**src/rtl/rfm_pkg.sv**
```systemverilog
package rfm_pkg;

  // Strobes sent from the divider control to the datapath
  typedef struct packed {
    logic load;    // latch operands, clear accumulator
    logic step;    // add divisor once, bump partial quotient
    logic finish;  // publish the partial quotient
  } div_cmd_t;

  typedef enum logic {
    DIV_IDLE = 1'b0,
    DIV_RUN  = 1'b1
  } div_state_t;

endpackage

```
**src/rtl/rfm_gate_counter.sv**
```systemverilog
module rfm_gate_counter #(
  parameter int W = 20
) (
  input  logic         clk,
  input  logic         rst,
  input  logic         gateRise,
  input  logic         gateFall,
  input  logic         inc,
  output logic [W-1:0] heldVal
);

  logic [W-1:0] runVal;

  always_ff @(posedge clk) begin
    if (rst) begin
      runVal  <= '0;
      heldVal <= '0;
    end else if (gateRise) begin
      runVal <= W'(1);
    end else if (gateFall) begin
      heldVal <= runVal;
    end else if (inc && (runVal != '1)) begin
      runVal <= runVal + W'(1);
    end
  end

endmodule

```
**src/rtl/rfm_datapath.sv**
```systemverilog
module rfm_datapath
  import rfm_pkg::*;
#(
  parameter int CNT_W        = 20,
  parameter int PRESET_LIMIT = 1000,
  parameter int SCALE        = 10000,
  parameter int SYNC_STAGES  = 2
) (
  input  logic             clk,
  input  logic             rst,
  input  logic             sigIn,
  input  div_cmd_t         cmd,
  output logic             capPulse,
  output logic             capNonZero,
  output logic             canStep,
  output logic [CNT_W-1:0] refCount,
  output logic [CNT_W-1:0] sigCount,
  output logic [CNT_W-1:0] quotient,
  output logic [CNT_W-1:0] opDivisor,
  output logic             actualGate,
  output logic             risePulse
);

  localparam int SCALE_W = $clog2(SCALE + 1);
  localparam int DIV_W   = CNT_W + SCALE_W;
  localparam int PRE_W   = $clog2(PRESET_LIMIT + 1);

  // ---------------- input synchronizer and edge detect
  logic [SYNC_STAGES-1:0] syncChain;
  logic                   sigPrev;
  logic                   sigSync;

  always_ff @(posedge clk) begin
    if (rst) begin
      syncChain <= '0;
      sigPrev   <= 1'b0;
    end else begin
      syncChain <= {syncChain[SYNC_STAGES-2:0], sigIn};
      sigPrev   <= sigSync;
    end
  end

  assign sigSync   = syncChain[SYNC_STAGES-1];
  assign risePulse = sigSync & ~sigPrev;

  // ---------------- preset window from the reference clock
  logic [PRE_W-1:0] presetCnt;
  logic             presetGate;

  always_ff @(posedge clk) begin
    if (rst) begin
      presetCnt  <= '0;
      presetGate <= 1'b0;
    end else if (presetCnt == PRE_W'(PRESET_LIMIT)) begin
      presetCnt  <= '0;
      presetGate <= ~presetGate;
    end else begin
      presetCnt <= presetCnt + PRE_W'(1);
    end
  end

  // ---------------- window re-timed to input edges
  logic gatePrev;
  logic gateRise;
  logic gateFall;

  always_ff @(posedge clk) begin
    if (rst) begin
      actualGate <= 1'b0;
      gatePrev   <= 1'b0;
      capPulse   <= 1'b0;
    end else begin
      if (risePulse) actualGate <= presetGate;
      gatePrev <= actualGate;
      capPulse <= gateFall;
    end
  end

  assign gateRise = actualGate & ~gatePrev;
  assign gateFall = ~actualGate & gatePrev;

  // the edge that closes the window is not counted as a new period
  logic sigInc;
  assign sigInc = actualGate & risePulse & presetGate;

  rfm_gate_counter #(.W(CNT_W)) u_refCtr (
    .clk      (clk),
    .rst      (rst),
    .gateRise (gateRise),
    .gateFall (gateFall),
    .inc      (actualGate),
    .heldVal  (refCount)
  );

  rfm_gate_counter #(.W(CNT_W)) u_sigCtr (
    .clk      (clk),
    .rst      (rst),
    .gateRise (gateRise),
    .gateFall (gateFall),
    .inc      (sigInc),
    .heldVal  (sigCount)
  );

  assign capNonZero = (refCount != '0) && (sigCount != '0);

  // ---------------- repeated-addition divider datapath
  logic [DIV_W-1:0] dividend;
  logic [DIV_W-1:0] acc;
  logic [CNT_W-1:0] divisor;
  logic [CNT_W-1:0] qRun;
  logic [DIV_W:0]   sumNext;

  assign sumNext   = {1'b0, acc} + {{(DIV_W + 1 - CNT_W){1'b0}}, divisor};
  assign canStep   = (sumNext <= {1'b0, dividend}) && (qRun != '1);
  assign opDivisor = divisor;

  always_ff @(posedge clk) begin
    if (rst) begin
      dividend <= '0;
      acc      <= '0;
      divisor  <= '0;
      qRun     <= '0;
      quotient <= '0;
    end else begin
      if (cmd.load) begin
        dividend <= DIV_W'(SCALE) * DIV_W'(sigCount);
        divisor  <= refCount;
        acc      <= '0;
        qRun     <= '0;
      end else if (cmd.step) begin
        acc  <= sumNext[DIV_W-1:0];
        qRun <= qRun + CNT_W'(1);
      end
      if (cmd.finish) quotient <= qRun;
    end
  end

endmodule

```
**src/rtl/rfm_control.sv**
```systemverilog
module rfm_control
  import rfm_pkg::*;
(
  input  logic     clk,
  input  logic     rst,
  input  logic     capPulse,
  input  logic     capNonZero,
  input  logic     canStep,
  output div_cmd_t cmd,
  output logic     busy,
  output logic     resultValid
);

  div_state_t state;

  always_comb begin
    cmd = '0;
    case (state)
      DIV_IDLE: cmd.load = capPulse & capNonZero;
      DIV_RUN: begin
        cmd.step   = canStep;
        cmd.finish = ~canStep;
      end
      default: cmd = '0;
    endcase
  end

  always_ff @(posedge clk) begin
    if (rst) begin
      state       <= DIV_IDLE;
      resultValid <= 1'b0;
    end else begin
      resultValid <= cmd.finish;
      if (cmd.load)        state <= DIV_RUN;
      else if (cmd.finish) state <= DIV_IDLE;
    end
  end

  assign busy = (state == DIV_RUN);

endmodule

```
**src/rtl/recip_freq_meter.sv**
```systemverilog
module recip_freq_meter
  import rfm_pkg::*;
#(
  parameter int CNT_W        = 20,
  parameter int PRESET_LIMIT = 1000,
  parameter int SCALE        = 10000,
  parameter int SYNC_STAGES  = 2
) (
  input  logic             clk,
  input  logic             rst,
  input  logic             sigIn,
  output logic [CNT_W-1:0] quotient,
  output logic             resultValid,
  output logic [CNT_W-1:0] refCount,
  output logic [CNT_W-1:0] sigCount
);

  div_cmd_t         cmd;
  logic             capPulse;
  logic             capNonZero;
  logic             canStep;
  logic             busy;
  logic             actualGate;
  logic             risePulse;
  logic [CNT_W-1:0] opDivisor;

  rfm_datapath #(
    .CNT_W        (CNT_W),
    .PRESET_LIMIT (PRESET_LIMIT),
    .SCALE        (SCALE),
    .SYNC_STAGES  (SYNC_STAGES)
  ) u_dp (
    .clk        (clk),
    .rst        (rst),
    .sigIn      (sigIn),
    .cmd        (cmd),
    .capPulse   (capPulse),
    .capNonZero (capNonZero),
    .canStep    (canStep),
    .refCount   (refCount),
    .sigCount   (sigCount),
    .quotient   (quotient),
    .opDivisor  (opDivisor),
    .actualGate (actualGate),
    .risePulse  (risePulse)
  );

  rfm_control u_ctrl (
    .clk         (clk),
    .rst         (rst),
    .capPulse    (capPulse),
    .capNonZero  (capNonZero),
    .canStep     (canStep),
    .cmd         (cmd),
    .busy        (busy),
    .resultValid (resultValid)
  );

endmodule

```
**config.mk**
```make
export PLATFORM = sky130hd
export DESIGN_NAME = recip_freq_meter
export DESIGN_NICKNAME = d
export VERILOG_FILES = /design/src/rtl/rfm_pkg.sv /design/src/rtl/rfm_gate_counter.sv /design/src/rtl/rfm_datapath.sv /design/src/rtl/rfm_control.sv /design/src/rtl/recip_freq_meter.sv
export SDC_FILE = /design/constraint.sdc
export NUM_CORES = 1
export LEC_CHECK = 0
export ABC_CLOCK_PERIOD_IN_PS = 5600
export BUFFER_PORTS_ARGS = -buffer_cell sky130_fd_sc_hd__buf_2
export CAP_MARGIN = 10
export CORE_MARGIN = 3
export CORE_UTILIZATION = 55
export CTS_CLUSTER_DIAMETER = 120
export DETAILED_ROUTE_END_ITERATION = 7
export PLACE_DENSITY = 0.78
export SKIP_CTS_REPAIR_TIMING = 1
export SLEW_MARGIN = 30
export SYNTH_ARGS = -nofsm -noshare
export SYNTH_HDL_FRONTEND = slang
export SYNTH_SLANG_ARGS = --single-unit
export TNS_END_PERCENT = 5
```
**constraint.sdc**
```tcl
create_clock -name clk -period 5.6 [get_ports clk]
set_input_delay 1.12 -clock clk [delete_from_list [all_inputs] [get_ports clk]]
set_output_delay 1.12 -clock clk [all_outputs]
set_load 0.03 [all_outputs]
```
==> reports/qor.txt, run 1 <==
CTS tree - built
DP Area - 0.0149 mm²
Post-Route WL - 32100 µm
WL/cell - 14.9 µm
CP Class - flip-flop to flip-flop
Vias - 12000
Main synth FF type - dfxtp_1
warnings from Yosys - 0
worst-margin pin slew - 0.890 ns
CTS Buf Count - 25
Hold Path Stages - 2
GRT met3 Usage - 2.94%
IO Count - 64
Die ar. - 0.0278 mm²
final RePlAce weighted congestion - 0.914
Net Sw Frac - 20.9%
DRC Markers - 0
P&R area growth vs syn - 11.7%
Lkg Pwr - 0.00709 µW
later-pin clock latency in the skew report - 0.52 ns
Fmax achieved - 186 MHz
most common cell after layout, fill and taps aside - nand2_1
H-tree depth - 1
All-Layer GR Usage - 22.4%
clock power share - 50.3%
vias per inst - 5.61
final-report hold violation count - 0
post-layout instance area - 0.0159 mm²
crit path time final - 5.39 ns
Sink Count - 223
switching pwr - 687 µW
Post-Synth Adder-Cell Area - 19.7%
CP Capture Type - flip-flop
asr flop ratio synth - 0%
Post-Syn Nets - 1945
setup TNS - 0 ns
post-synthesis cell type count - 73
Pwr Density - 207 mW/mm²
Layout fillers - 2136
core area - 0.0253 mm²
final setup fails - 0
Final ANT Viol Nets - 0
detailed placement HPWL - 23200 µm
Reg clk slew, reported paths - 0.06 ns
IO Port Bufs - 63
Max FO, Critical Path - 9
met2 usage in global routing - 38.0%
Gate Count Post-Synth - 1747
Final Cycle Share - 96.2%
ANT cells - 0
DR pass1 iterations - 5
Die Height - 167 µm
multiplexer area fraction after synthesis - 1.76%
most frequent cells in the layout - nand2_1, dfxtp_1, inv_1
final core occ - 62.7%
Crit path arrival time - 5.85 ns
Initial Util - 56.2%
CP startpoint kind - flip-flop
Post-synth EDFFs - 0
detailed router's first-iteration violation count - 722
clk root buf - clkbuf_16
FF-to-FF path depth - 19
syn_area_per_cell - 8.14 µm²
Max VDD drop - 268 µV
Max-Cap Viols - 0
GRT busiest layer - met2
Slew HR - 40.5%
simple-gate portion of the synthesized area - 20.0%
nets - 1998
remaining global-route overflow - 0
met1 Use GR - 30.8%
main combinational cell family by area after synthesis - simple AND/OR/NAND/NOR gates
synthesized area - 0.0142 mm²
status - finished clean
Tot Pwr - 3290 µW
Seq cells post-synth - 223
Synth Area in Compound Gates - 15.0%
FP Rows - 58
Max Slew Vio Count - 0
number of global-route vias before repair - 11300
sequential share of power - 48.4%
Comb power frac - 1.3%
final instance count without filler cells - 2149
initial antenna violation count - 0
CTS Buffer Depth - 3
worst-case clock skew - 0.0106 ns
Placed Instances - 2096
Die Wd - 167 µm
share of layout cells above drive strength 1 - 9.13%
largest net degree at the start of global routing - 90
Crit path required time - 6.07 ns
Pint - 2600 µW
sequential area share after synthesis - 31.4%
xor and xnor area share after synthesis - 5.05%
first-pass GRT wire length - 53600 µm
Hold WC Path Type - flip-flop to flip-flop
[per-layer routing]
| layer | share of wire (%) | vias to the layer above |
|---|---|---|
| li1 | - | 6034 |
| met1 | 46 | 5679 |
| met2 | 47 | 279 |
| met3 | 4.7 | 54 |
| met4 | 2.2 | 0 |
| met5 | 0 | - |
[final timing paths]
check	endpoint	from	slack [ns]
max reg2reg	u_dp.qRun[15]	u_dp.opDivisor[0]	0.21
max	u_dp.qRun[15]	u_dp.opDivisor[0]	0.21
min reg2reg	u_dp.quotient[17]	u_dp.quotient[17]	0.45
min	u_dp.quotient[17]	u_dp.quotient[17]	0.45
[power by group through the flow]
stage,clock [µW],sequential [µW],combinational (µW)
3_5_place_dp,0,1630,42.5
4_1_cts,1680,1590,42.4
6_report,1660,1590,44.2
5_1_grt,1750,1590,48.8
3_3_place_gp,0,1630,41.9
2_1_floorplan,0,1630,31.5
[per-stage QoR]
| stage | setup slack [ns] | hold WS, ns |
|---|---|---|
| after floorplan | 0.677 | 0.414 |
| after global routing | -0.00461 | 0.472 |
| after detailed placement | -0.0835 | 0.443 |
| final | 0.213 | 0.451 |
| after CTS | -0.184 | 0.455 |
| after global placement | 0.163 | 0.435 |
[flip-flops by register name (all words and copies together), names as in the netlist, 20 cells and up]
signal,count
u_dp.u_sigCtr.runVal,20
u_dp.qRun,20
u_dp.dividend,30
u_dp.u_sigCtr.heldVal,20
u_dp.u_refCtr.heldVal,20
u_dp.opDivisor,20
u_dp.u_refCtr.runVal,20
u_dp.quotient,20
u_dp.acc,34
[cell type report]
| cell class | instances | area, µm² | area share [%] |
|---|---|---|---|
| inverters | 199 | 747 | 4.70 |
| clock inverters | 10 | 111 | 0.701 |
| clock buffers | 36 | 737 | 4.64 |
| well taps | 330 | 413 | 2.60 |
| multi-input cells | 1262 | 8880 | 55.9 |
| repair buffers | 89 | 538 | 3.39 |
| flip-flops and latches | 223 | 4460 | 28.1 |
[kinds of logic after synthesis]
logic type	after synthesis
and+or+nand+nor	618
AOI/OAI and AO/OA	340
muxes	25
buffers and inverters	264
DFF	223
xor gates and xnor gates	82
adders and majority gates	195
[cells in the mapped netlist (all sizes together) (12+ instances only)]
master,instances,share of area [%]
a21o,19,1.0
clkbuf,47,1.2
nand3,43,1.5
mux2i,25,1.8
and3,18,0.79
or4,14,0.74
a21oi,171,6.0
or3,24,1.1
o21a,12,0.63
and2,13,0.57
o211ai,20,1.1
fa,48,6.8
nand4,23,1.1
buf,18,0.65
nor4,12,0.57
a211oi,15,0.79
xor2,42,2.6
nor3,18,0.63
o21ai,41,1.5
inv,199,5.3
dfxtp,223,31
xnor2,40,2.5
ha,147,13
nand2,326,8.6
nor2,83,2.2
[critical path, stage by stage, from the launching register on]
cell and delay, ns:
dfxtp_1 0.34, ha_1 0.22, inv_1 0.08, fa_1 0.43, nor2b_2 0.17, o21a_1 0.18, a41o_1 0.26, nor2_1 0.09
o21ai_0 0.22, xor2_1 0.34, ha_1 0.32, a21oi_1 0.15, o211a_1 0.16, a21oi_1 0.06, o41a_1 0.49, o41ai_4 0.88
o21ai_4 0.19, buf_4 0.20, or4_1 0.47, nand2_1 0.08
No activity file was read; power rests on OpenSTA's default activity.
==> run 2, diff against run 1 <==
--- a/config.mk
+++ b/config.mk
@@ -8,11 +8,13 @@
 export ABC_CLOCK_PERIOD_IN_PS = 5600
 export BUFFER_PORTS_ARGS = -buffer_cell sky130_fd_sc_hd__buf_2
 export CAP_MARGIN = 10
+export CELL_PAD_IN_SITES_DETAIL_PLACEMENT = 2
+export CELL_PAD_IN_SITES_GLOBAL_PLACEMENT = 2
 export CORE_MARGIN = 3
-export CORE_UTILIZATION = 55
+export CORE_UTILIZATION = 38
 export CTS_CLUSTER_DIAMETER = 120
 export DETAILED_ROUTE_END_ITERATION = 7
-export PLACE_DENSITY = 0.78
+export PLACE_DENSITY = 0.86
 export SKIP_CTS_REPAIR_TIMING = 1
 export SLEW_MARGIN = 30
 export SYNTH_ARGS = -nofsm -noshare
==> run 2 against run 1 <==
Critical path depth is 1 higher; worst hold slack better by 0.0073 ns; core utilization decreased by 18 points; via count rose by 11%; fmax down 3.7%; first-iteration DRC count down 15%; sequential share of layout area is 0.70 points lower; non-clock buffer count up 7; critical endpoint is now u_dp.acc[27].
==> reports/qor.txt, run 2 (synthesis results as in run 1) <==
CP Capture Type - flip-flop (unchanged)
clock power share - 54.5% (was 50.3%)
Pint - 2770 µW (was 2600 µW)
share of layout cells above drive strength 1 - 10.6% (was 9.13%)
CTS Buffer Depth - 3 (unchanged)
P&R area growth vs syn - 14.8% (was 11.7%)
Max FO, Critical Path - 10 (was 9)
final-report hold violation count - 0 (unchanged)
final RePlAce weighted congestion - 0.805 (was 0.914)
Crit path arrival time - 6.09 ns (was 5.85 ns)
CTS tree - built (unchanged)
Pwr Density - 220 mW/mm² (was 207 mW/mm²)
IO Count - 64 (unchanged)
final core occ - 44.4% (was 62.7%)
DRC Markers - 0 (unchanged)
footprint of the multi-input gates - 0.00893 mm² (was 0.00888 mm²)
clk root buf - clkbuf_16 (unchanged)
critical-path cell list - ha_2 > inv_1 > fa_1 > nor2b_2 > o21a_1 > a41o_1 > a21oi_2 > o21ai_0 > xor2_1 > ha_1 > nand4_1 > nor3_1 > o2111ai_2 > or3b_4 > o41ai_4 > buf_12 > o21ai_4 > buf_4 > or4_1 > nand2_1 (was ha_1 > inv_1 > fa_1 > nor2b_2 > o21a_1 > a41o_1 > nor2_1 > o21ai_0 > xor2_1 > ha_1 > a21oi_1 > o211a_1 > a21oi_1 > o41a_1 > o41ai_4 > o21ai_4 > buf_4 > or4_1 > nand2_1)
CP startpoint kind - flip-flop (unchanged)
Layout fillers - 4063 (was 2136)
FP Rows - 70 (was 58)
Final ANT Viol Nets - 0 (unchanged)
largest net degree at the start of global routing - 84 (was 90)
Initial Util - 38.7% (was 56.2%)
nets - 2006 (was 1998)
Slowest Stage Delay on Critical Path - 0.55 ns (was 0.88 ns)
Seq. cell area - 0.00447 mm² (was 0.00446 mm²)
Critical path buffers and inverters - 3 (was 2)
Worst path slowest cell - nor3_1 (was o41ai_4)
Lkg Pwr - 0.00723 µW (was 0.00709 µW)
Die Height - 199 µm (was 167 µm)
Fmax achieved - 179 MHz (was 186 MHz)
switching pwr - 833 µW (was 687 µW)
core area - 0.0368 mm² (was 0.0253 mm²)
CTS Buf Count - 27 (was 25)
IO Port Bufs - 63 (unchanged)
DR pass1 iterations - 5 (unchanged)
Tot Pwr - 3600 µW (was 3290 µW)
remaining global-route overflow - 0 (unchanged)
Slew HR - 33.7% (was 40.5%)
kind of cell adding the most delay to the critical path - simple AND/OR/NAND/NOR gates (was compound AO/OA/AOI/OAI gates)
Comb power frac - 1.4% (was 1.3%)
ANT cells - 0 (unchanged)
Placed Instances - 2237 (was 2096)
CP Class - flip-flop to flip-flop (unchanged)
final instance count without filler cells - 2297 (was 2149)
Hold WC Path Type - flip-flop to flip-flop (unchanged)
first-pass GRT wire length - 85700 µm (was 53600 µm)
later-pin clock latency in the skew report - 0.59 ns (was 0.52 ns)
Max Slew Vio Count - 0 (unchanged)
number of flip-flops in the largest register - 34 (unchanged)
detailed placement HPWL - 36100 µm (was 23200 µm)
top flop regs - u_dp.acc (34), u_dp.dividend (30) (unchanged)
worst-case clock skew - 0.0444 ns (was 0.0106 ns)
Crit path required time - 6.10 ns (was 6.07 ns)
Max VDD drop - 233 µV (was 268 µV)
Net Sw Frac - 23.1% (was 20.9%)
Final Cycle Share - 99.8% (was 96.2%)
status - finished clean (unchanged)
vias per inst - 5.85 (was 5.61)
sequential share of power - 44.2% (was 48.4%)
Die Wd - 199 µm (was 167 µm)
Die ar. - 0.0398 mm² (was 0.0278 mm²)
most frequent cells in the layout - nand2_1, dfxtp_1, inv_1 (unchanged)
crit path time final - 5.59 ns (was 5.39 ns)
H-tree depth - 1 (unchanged)
worst-margin pin slew - 0.995 ns (was 0.890 ns)
setup TNS - 0 ns (unchanged)
Hold WS - 0.458 ns (was 0.451 ns)
Reg clk slew, reported paths - 0.07 ns (was 0.06 ns)
Vias - 13400 (was 12000)
initial antenna violation count - 0 (unchanged)
final setup fails - 0 (unchanged)
number of global-route vias before repair - 15100 (was 11300)
All-Layer GR Usage - 27.3% (was 22.4%)
detailed router's first-iteration violation count - 614 (was 722)
most common cell after layout, fill and taps aside - nand2_1 (unchanged)
WL/cell - 25.2 µm (was 14.9 µm)
Most flops, register - u_dp.acc (unchanged)
Post-Route WL - 57900 µm (was 32100 µm)
Sink Count - 223 (unchanged)
Max-Cap Viols - 0 (unchanged)
-- run 2: changes by cell type in the layout (fill, tap and decap cells not counted), sizes merged --
| cell | previous run | this run |
|---|---|---|
| inv | 200 | 201 |
| bufinv | 2 | 4 |
| clkinvlp | 3 | 4 |
| o21ai | 43 | 42 |
| clkinv | 4 | 5 |
| buf | 89 | 95 |
-- run 2: metal layers --
layer / vias to the layer above / global-route usage (%) / wire (µm)
li1: 6023 / - / -
met1: 6798 / 31.2 / 22800
met2: 428 / 50.6 / 29800
met3: 182 / 3.64 / 2430
met4: 0 / 12.5 / 2990
met5: - / 0 / 0
-- run 2: power groups by stage --
stage | Combinational, µW | Clock, µW | Sequential [µW]
CTS | 48.9 | 1990 | 1590
global route | 52.7 | 2050 | 1590
finish | 48.7 | 1960 | 1590
floorplan | 31.5 | 0 | 1630
detailed placement | 48.3 | 0 | 1630
global placement | 46.5 | 0 | 1630
-- run 2: area by class of cell --
cell class	count	area share, %
Inverter	199	4.57
Clock buffer	35	4.75
Sequential cell	223	27.4
Multi-Input combinational cell	1261	54.7
Tap cell	468	3.59
Timing Repair Buffer	96	3.75
Clock inverter	15	1.29
-- run 2: final timing paths --
check	cells past startpoint	slack (ns)	startpoint	end
min	2	0.46	u_dp.dividend[29]	u_dp.dividend[29]
min reg2reg	2	0.46	u_dp.dividend[29]	u_dp.dividend[29]
max	20	0.009	u_dp.acc[0]	u_dp.acc[27]
max reg2reg	20	0.009	u_dp.acc[0]	u_dp.acc[27]
-- run 2: worst min-delay path, stage by stage (launching register included) --
cell and delay [ns]:
dfxtp_1 0.33, nand2_1 0.05, o31ai_1 0.05
-- run 2: metrics by stage --
step | worst slack, ns | cell area [µm²]
floorplan | 0.677 | 14200
global placement | 0.143 | 15100
detailed placement | -0.222 | 15100
CTS | -0.345 | 16100
global route | -0.152 | 16300
finish | 0.00925 | 16300
